[src/rtl/tick_pkg.sv]
package tick_pkg;

    localparam int TICK_W     = 64;
    localparam int VAL_W      = TICK_W - 1;
    localparam int LOW_CLR    = 2;
    localparam int SEL_W      = 2;
    localparam int NUM_VIEWS  = 3;

    typedef enum logic [SEL_W-1:0] {
        VIEW_TICK = 2'd0,
        VIEW_SYS  = 2'd1,
        VIEW_PRIV = 2'd2,
        VIEW_NONE = 2'd3
    } view_sel_e;

    typedef struct packed {
        logic             rd;
        logic             wr;
        logic             flag;
        logic [VAL_W-1:0] val;
    } tick_req_t;

    function automatic logic [TICK_W-1:0] pack_view(input logic flag,
                                                    input logic [VAL_W-1:0] sum);
        logic [TICK_W-1:0] r;
        r = {flag, sum};
        r[LOW_CLR-1:0] = '0;
        return r;
    endfunction

endpackage

[src/rtl/tick_view_decode.sv]
module tick_view_decode
    import tick_pkg::*;
#(
    parameter int N_VIEWS = NUM_VIEWS
) (
    input  logic             rd_en,
    input  logic             wr_en,
    input  logic [SEL_W-1:0] sel,
    output logic             rd_hit,
    output logic             wr_hit
);
    logic [N_VIEWS-1:0] match;

    for (genvar g = 0; g < N_VIEWS; g++) begin : g_view
        assign match[g] = (sel == SEL_W'(g));
    end

    assign rd_hit = rd_en && (|match);
    assign wr_hit = wr_en && (|match);
endmodule

[src/rtl/tick_run_counter.sv]
module tick_run_counter
    import tick_pkg::*;
#(
    parameter int CW = VAL_W
) (
    input  logic          clk,
    input  logic          rst,
    input  logic          cnt_en,
    output logic [CW-1:0] cnt_q,
    output logic [CW-1:0] cnt_next
);
    assign cnt_next = cnt_q + CW'(cnt_en);

    always_ff @(posedge clk) begin
        if (rst) cnt_q <= '0;
        else     cnt_q <= cnt_next;
    end
endmodule

[src/rtl/tick_offset_store.sv]
module tick_offset_store
    import tick_pkg::*;
#(
    parameter int CW = VAL_W
) (
    input  logic          clk,
    input  logic          rst,
    input  logic          wr_hit,
    input  logic          wr_flag,
    input  logic [CW-1:0] wr_val,
    input  logic [CW-1:0] cnt_next,
    output logic [CW-1:0] offset_q,
    output logic          flag_q
);
    always_ff @(posedge clk) begin
        if (rst) begin
            offset_q <= '0;
            flag_q   <= 1'b1;
        end else if (wr_hit) begin
            offset_q <= wr_val - cnt_next;
            flag_q   <= wr_flag;
        end
    end
endmodule

[src/rtl/tick_read_port.sv]
module tick_read_port
    import tick_pkg::*;
#(
    parameter int CW = VAL_W
) (
    input  logic          clk,
    input  logic          rst,
    input  logic          rd_hit,
    input  logic          flag_q,
    input  logic [CW-1:0] cnt_q,
    input  logic [CW-1:0] offset_q,
    output logic [CW:0]   rd_q
);
    logic [CW-1:0] sum;

    assign sum = cnt_q + offset_q;

    always_ff @(posedge clk) begin
        if (rst)         rd_q <= '0;
        else if (rd_hit) rd_q <= pack_view(flag_q, sum);
    end
endmodule

[src/rtl/tick_timer_reg.sv]
module tick_timer_reg
    import tick_pkg::*;
(
    input  logic              clk,
    input  logic              rst,
    input  logic              cnt_en,
    input  logic              rd_en,
    input  logic              wr_en,
    input  logic [SEL_W-1:0]  sel,
    input  logic [TICK_W-1:0] wr_data,
    output logic [TICK_W-1:0] rd_data
);
    tick_req_t        req;
    logic             rd_hit;
    logic             wr_hit;
    logic [VAL_W-1:0] run_cnt;
    logic [VAL_W-1:0] run_next;
    logic [VAL_W-1:0] offset_q;
    logic             flag_q;

    tick_view_decode #(.N_VIEWS(NUM_VIEWS)) u_dec (
        .rd_en (rd_en),
        .wr_en (wr_en),
        .sel   (sel),
        .rd_hit(rd_hit),
        .wr_hit(wr_hit)
    );

    always_comb begin
        req.rd   = rd_hit;
        req.wr   = wr_hit;
        req.flag = wr_data[TICK_W-1];
        req.val  = wr_data[VAL_W-1:0];
    end

    tick_run_counter #(.CW(VAL_W)) u_cnt (
        .clk     (clk),
        .rst     (rst),
        .cnt_en  (cnt_en),
        .cnt_q   (run_cnt),
        .cnt_next(run_next)
    );

    tick_offset_store #(.CW(VAL_W)) u_off (
        .clk     (clk),
        .rst     (rst),
        .wr_hit  (req.wr),
        .wr_flag (req.flag),
        .wr_val  (req.val),
        .cnt_next(run_next),
        .offset_q(offset_q),
        .flag_q  (flag_q)
    );

    tick_read_port #(.CW(VAL_W)) u_rd (
        .clk     (clk),
        .rst     (rst),
        .rd_hit  (req.rd),
        .flag_q  (flag_q),
        .cnt_q   (run_cnt),
        .offset_q(offset_q),
        .rd_q    (rd_data)
    );
endmodule

[config.mk]
export PLATFORM = sky130hd
export DESIGN_NAME = tick_timer_reg
export DESIGN_NICKNAME = d
export VERILOG_FILES = /design/src/rtl/tick_pkg.sv /design/src/rtl/tick_view_decode.sv /design/src/rtl/tick_run_counter.sv /design/src/rtl/tick_offset_store.sv /design/src/rtl/tick_read_port.sv /design/src/rtl/tick_timer_reg.sv
export SDC_FILE = /design/constraint.sdc
export NUM_CORES = 1
export LEC_CHECK = 0
export ABC_AREA = 1
export BUFFER_PORTS_ARGS = -buffer_cell sky130_fd_sc_hd__buf_2
export CAP_MARGIN = 0
export CORE_UTILIZATION = 55
export DETAILED_ROUTE_END_ITERATION = 8
export PLACE_DENSITY = 0.84
export RECOVER_POWER = 25
export SYNTH_ARGS = -nofsm -noshare
export SYNTH_HDL_FRONTEND = slang
export SYNTH_SLANG_ARGS = --single-unit
[constraint.sdc]
create_clock -name clk -period 8.71 [get_ports clk]
set_input_delay 0 -clock clk [delete_from_list [all_inputs] [get_ports clk]]
set_output_delay 0 -clock clk [all_outputs]
set_load 0.01 [all_outputs]
### Yosys cells after proc, flatten, opt, wreduce, memory -nomap -nowiden

Index checks and enable logic that the tools add are counted.

| cells by class | value |
|---|---|
| add/subtract/negate cells | 3 |
| equal/unequal tests | 2 |
| reduce and logical (&&, ||, !) cells | 4 |

Operator list:

| kind | number |
|---|---|
| 63-bit by 1-bit adder with 63-bit output | 1 |
| 63-bit adder | 1 |
| 63-bit subtractor | 1 |
| 3-bit OR reduction | 1 |
| 2-bit by 1-bit equality test with 1-bit output (second input constant) | 1 |
| 2-bit equality test (second input constant) | 1 |
| 1-bit logical AND | 2 |
| 2-bit logical NOT | 1 |

| word-level totals | value |
|---|---|
| register bits | 189 |
| input bits | 71 |
| output and inout port bits | 64 |
| word-level logic and storage cells | 13 |

### Logic depth before layout (Yosys ltp)

Gate-level depths: netlist of run 1.

| depth | value |
|---|---|
| depth after elaboration | 3 |
| depth in mapped cells | 26 |
| depth with buffers taken out | 26 |

### By module

A second synthesis of run 1 with hierarchy kept.

| unflattened totals | value |
|---|---|
| cells, all modules | 4,024 |
| area, all modules | 20,991.4 sq um |

Modules (own cells, without submodules):

| module | instances | cells an instance | area an instance (sq um) | seq. area each (sq um) |
|---|---|---|---|---|
| tick_offset_store | 1 | 1,671 | 8,495.6 | 1,281.2 |
| tick_read_port | 1 | 1,620 | 8,254.2 | 1,241.2 |
| tick_run_counter | 1 | 729 | 4,224.1 | 1,261.2 |
| tick_view_decode | 1 | 4 | 17.5 | 0.0 |

### Worst setup path before layout of run 1

Ideal clock, no wire load.

| timing | value |
|---|---|
| path type | register to register |
| start | reg u_cnt.cnt_q[0] |
| end | reg u_off.offset_q[62] |
| setup time | 0.109 ns |
| data arrival time | 3.265 ns |
| data required time | 8.601 ns |
| path slack | 5.336 ns |
| stages on the path, launching flop included | 23 |
| buffers on the path | 0 |
| clock period less this slack | 3.374 ns |
| cells stage by stage | dfxtp_1 -> ha_1 -> inv_1 -> nor2_8 -> nand2_4 -> nor4b_1 -> nand4_1 -> nand3b_1 -> nor4_1 -> nand3_1 -> xor2_1 -> ha_1 -> nand2_1 -> nor3_1 -> inv_1 -> nor2_1 -> nand3_1 -> nor2_1 -> nand2_1 -> nand4_1 -> nand3_1 -> nand2_1 -> inv_1 |

| on the way | value |
|---|---|
| cells in the longest elaborated chain, start to end | 2 |

RTL lines:

| what | RTL line | text |
|---|---|---|
| start: declaration | tick_run_counter.sv:9 | `output logic [CW-1:0] cnt_q,` |
| start signal: assignment | tick_run_counter.sv:16 | `else cnt_q <= cnt_next;` |
| 63-bit by 1-bit adder with 63-bit output | tick_run_counter.sv:12 | `assign cnt_next = cnt_q + CW'(cnt_en);` |
| 63-bit subtractor | tick_offset_store.sv:20 | `offset_q <= wr_val - cnt_next;` |
| end signal: assignment | tick_offset_store.sv:20 |  |
| end: declaration | tick_offset_store.sv:12 | `output logic [CW-1:0] offset_q,` |

No other way between the ends.
A chain may end at the register's enable or synchronous reset.

### Worst setup path in the final report of run 1

Ends and elaborated chain as after synthesis.

==> run metrics, run 1 <==
remaining global-route overflow=0; number of clock sinks=189; Synth area leader=dfxtp_1; vias per inst=5.57; placed cell area=19,300 um^2; Final Hold Fails=0; Cell Rows=66; antenna-violating nets left=0; Yosys cell types=49; Pwr Density=114 nW/um^2; initial DRC count=2,601; RR Startpoint=u_cnt.cnt_q[0]; Root Buffer=clkbuf_16; CTS max path bufs=2; core area=32,600 um^2; min-delay src=rst; fin util=60.9%; Antenna Cells=0; Leakage=10.0 nW; post-synth top area share=20.7%; Synth Flop Type=dfxtp_1; Max IR drop VDD=0.134 mV; most frequent cell after synthesis=nand2_1; Rel. slew slack=-113%; # IOs=135; critical path arrival=4880 ps; post-CTS sizing=0; Mean Syn Cell Area=5.62 um^2; overall routed net length=65.6 mm; Tcrit/Tclk final=51.6%; worst-skew pair later-pin latency=470 ps; Combinational Power Share=21.3%; register area share after synthesis=20.7%; Clk pwr share=36.6%; antenna violations before repair=0; Critical Path Fanout Max=6; first-pass GRT wire length=99.9 mm; Least-Margin Pin Slew=3200 ps; Die Height=184 um; Net Sw Frac=33.0%; drc violations=0; die width=184 um; Worst-path clk slew=80 ps; Final min period=4500 ps; Switch Pwr=0.744 mW; share of layout cells above drive strength 1=7.53%; total track usage=38.8%; Inserted Clock Buffers=17; status=finished with violations; Post-Route Setup TNS=0 ps; critical path class=register to register; Initial Util=55.9%; Die ar.=33,900 um^2; start point of the critical path=u_cnt.cnt_q[0]; Fillers=3,358; Post-synth EDFFs=0; hold crit path type=input pin to register; crit start category=register; critical path endpoint category=register; nets@finish=3,517; depth of the CTS H-tree=4; GPL Wtd Cong=1.09; Port Buf Inserts=132; failing checks=capacitance limit, slew limit; fin. max-slew vios=78; CTS tree=done; setup violators final=0; Pre-Repair DR Iteration Count=6; P&R area growth vs syn=8.90%; WHS=20.7 ps; wire per inst=17.2 um; sequential share of power=42.1%; vias in the first global route=18,860; Worst Skew=15.8 ps; cell area after layout=19,900 um^2; maximum number of pins on one net before global-route repair=78; top cells by count, synth=nand2_1 (915), nor2_1 (540), inv_1 (470); HPWL Detailed=54.1 mm; WP data required=9090 ps; Warnings, synthesis=0; fmax=222 MHz; unrepaired setup endpoints after global routing=false; Power Internal=1.51 mW; top area cells in the synthesized netlist=dfxtp_1 (21%), nand2_1 (19%), nor2_1 (11%), inv_1 (9.7%), nand3_1 (6.4%); Yosys reg bits=189; Synth Cell Area=18,200 um^2; fraction of registers with async set/reset=0%; number of max-cap violations=1; Syn Inst Count=3,247; via count=21,251
==> layer usage <==
metal,share of wire (%),global-route usage (%),up-vias
li1,-,-,10548
met1,43,53.3,9396
met2,40,57.3,1130
met3,11,7.05,177
met4,5.3,20.7,0
met5,0,0,-
==> path summary, 6_finish.rpt <==
| path | end | slack [ps] | cells past startpoint |
|---|---|---|---|
| setup / recovery | u_off.offset_q[62] | 4210 | 22 |
| hold / removal | u_cnt.cnt_q[2] | 20 | 2 |
| setup reg to reg | u_off.offset_q[62] | 4210 | 22 |
| hold reg to reg | u_off.flag_q | 480 | 2 |
==> repair_timing <==
item                                   CTS  global route
endpoints found under the hold margin    4             0
hold buffers                             5             0
buffers inserted                         0             0
==> cell usage in the layout, fill, tap and decap left out, types with 5 or more instances in the layout <==
cell,count
dlygate4sd3_1,5
o21a_1,11
nor3_1,23
nand3b_1,8
a31oi_1,17
o21ai_1,16
nand3_2,14
nor2_1,540
nor2_2,44
nand4_1,45
a21o_1,13
nand2_2,32
nor4_1,12
nor2_4,15
inv_2,25
o211ai_1,15
clkbuf_16,17
nand3_1,235
o221ai_1,18
inv_1,469
o21ai_0,147
buf_4,7
a21oi_1,184
xor2_1,63
xnor2_1,22
buf_2,70
o21bai_1,5
dfxtp_1,189
ha_1,84
nand2_1,915
clkbuf_1,63
==> stage by stage <==
step                      setup slack [ps]  std cells  power, mW
after floorplan                       5340       3248       1.28
after global placement                4530       3779       1.43
after detailed placement              4410       3779       1.43
after CTS                             4400       3816       2.24
after global routing                  3850       3816       2.35
final                                 4210       3816       2.26
==> worst max-delay path: stages, from the launching register on <==
cell	delay (ps)
dfxtp_1	360
ha_1	270
inv_1	150
nor2_8	190
nand2_4	110
nor4b_1	640
nand4_1	190
nand3b_1	260
nor4_1	370
nand3_1	150
xor2_1	370
ha_1	250
nand2_1	110
nor3_1	190
inv_1	60
nor2_1	140
nand3_1	120
nor2_1	110
nand2_1	80
nand4_1	100
nand3_1	80
nand2_1	80
inv_1	30
==> power groups by stage <==
stage                     Sequential (mW)  Clock, mW  Combinational (mW)
after floorplan                     0.963          0               0.313
after global placement              0.965          0               0.460
after detailed placement            0.967          0               0.463
after CTS                           0.947      0.828               0.470
after global routing                0.953      0.865               0.536
final                               0.950      0.826               0.479
==> flip-flops by register name (all words and copies together), names as in the netlist <==
| register | count |
|---|---|
| u_rd.rd_q | 62 |
| u_off.offset_q | 63 |
| u_off.flag_q | 1 |
| u_cnt.cnt_q | 63 |
==> area by class of cell <==
cell class              instances  area, um^2  share of cell area (%)
repair buffers                144         686                    3.45
clock inverters                12         135                   0.680
flip-flops and latches        189        3780                    19.0
inverters                     499        1870                    9.43
well taps                     442         553                    2.78
multi-input cells            2510       12400                    62.3
clock buffers                  20         457                    2.30
==> logic make-up after synthesis <==
kind of cell,after synthesis,synth area share [%]
and+or+nand+nor,1899,44.5
buffers and inverters,549,11.4
AOI/OAI and AO/OA,439,13.4
DFF,189,20.7
xor gates and xnor gates,85,4.08
adders and majority gates,85,5.87
other,1,0.0206
No activity file was read; power rests on OpenSTA's default activity.
==> inputs of run 2 (changes only) <==
PLACE_DENSITY = 0.87   (was 0.84)
clock period = 4.1 ns   (was 8.71 ns; I/O delays follow)
==> run 2 against run 1 <==
Effect of this change:
- the flow now finishes without violations
- highest routed layer unchanged
- largest cell class unchanged
- clock skew shrank 1.2 ps
- worst setup slack lost 3900 ps
- via count up 2.2%
- critical path depth up 1
==> run metrics, run 2 (synthesis gave the netlist of run 1 again) <==
WHS=59.9 ps (was 20.7 ps); Worst path slowest cell=o21ai_0 (was nor4b_1); Final Hold Fails=0 (unchanged); crit-path cells=ha_2 -> buf_4 -> ha_1 -> nand3_2 -> inv_2 -> nand2_2 -> xor2_1 -> ha_1 -> nand4_1 -> o21ai_0 -> nand3_1 -> nand2_1 -> nand2_1 -> nand2_1 -> nand2_1 -> nand2_2 -> nand2_1 -> nand2_1 -> nand2_1 -> nand3_1 -> nand3_1 -> nand2_1 -> inv_1 (was ha_1 -> inv_1 -> nor2_8 -> nand2_4 -> nor4b_1 -> nand4_1 -> nand3b_1 -> nor4_1 -> nand3_1 -> xor2_1 -> ha_1 -> nand2_1 -> nor3_1 -> inv_1 -> nor2_1 -> nand3_1 -> nor2_1 -> nand2_1 -> nand4_1 -> nand3_1 -> nand2_1 -> inv_1); total track usage=41.4% (was 38.8%); setup violators final=0 (unchanged); reg2reg path depth=23 (was 22); crit-path max cell delay=410 ps (was 640 ps); antenna-violating nets left=0 (unchanged); Inserted Clock Buffers=17 (unchanged); wire per inst=18.1 um (was 17.2 um); P&R area growth vs syn=12.2% (was 8.90%); drc violations=0 (unchanged); Rel. slew slack=36.6% (was -113%); Cell Rows=66 (unchanged); Root Buffer=clkbuf_16 (unchanged); hold endpoint=u_off.offset_q[61] (was u_cnt.cnt_q[2]); biggest regs=u_cnt.cnt_q: 63 flops, u_off.offset_q: 63 flops, u_rd.rd_q: 62 flops (unchanged); CTS max path bufs=2 (unchanged); antenna violations before repair=0 (unchanged); Post-Route Setup TNS=0 ps (unchanged); RR Endpoint=u_off.offset_q[49] (was u_off.offset_q[62]); Multi-input gate area=12,400 um^2 (about the same); number of clock sinks=189 (unchanged); hold depth=7 (was 2); R2R Setup Slk=280 ps (was 4210 ps); Die ar.=33,900 um^2 (unchanged); Max IR drop VDD=0.320 mV (was 0.134 mV); critical path endpoint category=register (unchanged); fin. max-slew vios=0 (was 78); Pre-Repair DR Iteration Count=7 (was 6); Final min period=3820 ps (was 4500 ps); Worst Skew=14.6 ps (was 15.8 ps); vias in the first global route=19,270 (was 18,860); Pwr Density=237 nW/um^2 (was 114 nW/um^2); GPL Wtd Cong=1.05 (was 1.09); Leakage=10.4 nW (was 10.0 nW); number of max-cap violations=0 (was 1); most frequent cells in the layout=nand2_1 (915), nor2_1 (537), inv_1 (470), nand3_1 (235), dfxtp_1 (188) (was nand2_1 (915), nor2_1 (540), inv_1 (469), nand3_1 (235), dfxtp_1 (189)); cell mode on critical path=nand2_1; Critical Path Fanout Max=5 (was 6); first-pass GRT wire length=106 mm (was 99.9 mm); RR Startpoint=u_cnt.cnt_q[0] (unchanged); worst-skew pair later-pin latency=470 ps (about the same); nets@finish=3,586 (was 3,517); initial DRC count=2,806 (was 2,601); depth of the CTS H-tree=4 (unchanged); Die Height=184 um (unchanged); overall routed net length=70.1 mm (was 65.6 mm); min-delay src=wr_data[61] (was rst); vias per inst=5.59 (was 5.57); die width=184 um (unchanged); Initial Util=55.9% (unchanged); critical path's top delay family=simple AND/OR/NAND/NOR gates (unchanged); HPWL Detailed=58.2 mm (was 54.1 mm); Fillers=3,347 (was 3,358); Tcrit/Tclk final=93.1% (was 51.6%); register area=3780 um^2 (about the same); core area=32,600 um^2 (unchanged); status=completed (was finished with violations); share of layout cells above drive strength 1=9.79% (was 7.53%); leading cell type in the layout, fill and taps excluded=nand2_1 (unchanged); Antenna Cells=0 (unchanged); Worst path depth=23 (was 22); CTS tree=done (unchanged); Least-Margin Pin Slew=951 ps (was 3200 ps); remaining global-route overflow=0 (unchanged); # IOs=135 (unchanged); unrepaired setup endpoints after global routing=false (unchanged); Worst-path clk slew=80 ps (about the same); via count=21,726 (was 21,251); critical path arrival=4190 ps (was 4880 ps); WP data required=4470 ps (was 9090 ps); fmax=262 MHz (was 222 MHz); critical path class=register to register (unchanged); Port Buf Inserts=132 (unchanged); WP buf/inv=3 (unchanged); maximum number of pins on one net before global-route repair=81 (was 78); hold crit path type=input pin to register (unchanged); crit start category=register (unchanged)
[run 2: cell types whose count changed in the layout (fill, tap and decap cells not counted), moves of 2 or more]
| cell | before | now |
|---|---|---|
| buf_4 | 7 | 78 |
| nor2_2 | 44 | 46 |
| nor2_1 | 540 | 537 |
| ha_1 | 84 | 81 |
| ha_2 | 0 | 2 |
[run 2: power by group]
group,internal (mW),switching [mW]
clock network,0.980,0.820
registers,1.94,0.0811
logic,0.341,0.700
[run 2: stage by stage]
step                      total power [mW]  cell area (um^2)  util, %  setup WS, ps  instances
after floorplan                       2.71             18200        -           726       3248
after global placement                3.05             19800     60.7           267       3847
after detailed placement              3.06             19800     60.7           190       3847
after CTS                             4.84             20500     62.7           184       3883
after global routing                  5.06             20500     62.7          2.26       3885
final                                 4.86             20500     62.7           284       3885
[run 2: area by class of cell]
cell class | instances | share of cell area [%]
flip-flops and latches | 189 | 18.5
clock buffers | 19 | 2.16
well taps | 442 | 2.70
clock inverters | 13 | 0.801
repair buffers | 213 | 5.89
inverters | 499 | 9.16
multi-input cells | 2510 | 60.8
[run 2: worst register-to-register path: stages (launching register included)]
cell	delay, ps
dfxtp_2	340
ha_2	180
buf_4	120
ha_1	200
nand3_2	170
inv_2	140
nand2_2	100
xor2_1	180
ha_1	380
nand4_1	90
o21ai_0	410
nand3_1	140
nand2_1	180
nand2_1	70
nand2_1	100
nand2_1	80
nand2_2	150
nand2_1	70
nand2_1	110
nand2_1	140
nand3_1	110
nand3_1	130
nand2_1	110
inv_1	40
[run 2: how the worst max path moves through the flow]
stage	end	start	slack [ps]
final	u_off.offset_q[49]	u_cnt.cnt_q[0]	280
after global routing	u_off.offset_q[60]	u_cnt.cnt_q[7]	2
after CTS	u_off.offset_q[60]	u_cnt.cnt_q[7]	180
after detailed placement	u_off.offset_q[60]	u_cnt.cnt_q[7]	190
after global placement	u_off.offset_q[60]	u_cnt.cnt_q[7]	270
after floorplan	u_off.offset_q[62]	u_cnt.cnt_q[0]	730
[run 2: metal layers]
| metal | vias up | routed length (um) | global-route usage [%] |
|---|---|---|---|
| met5 | - | 0 | 0 |
| met4 | 0 | 3060 | 18.1 |
| met1 | 9616 | 29600 | 57.2 |
| met2 | 1265 | 29000 | 62.6 |
| li1 | 10683 | - | - |
| met3 | 162 | 8400 | 7.65 |
[run 2: what timing repair did]
action                                  CTS  global route
resized for setup                         0            13
endpoints found under the setup margin    0            12
buffers inserted                          0             2
hold buffers                              4             0
endpoints found under the hold margin     4             0
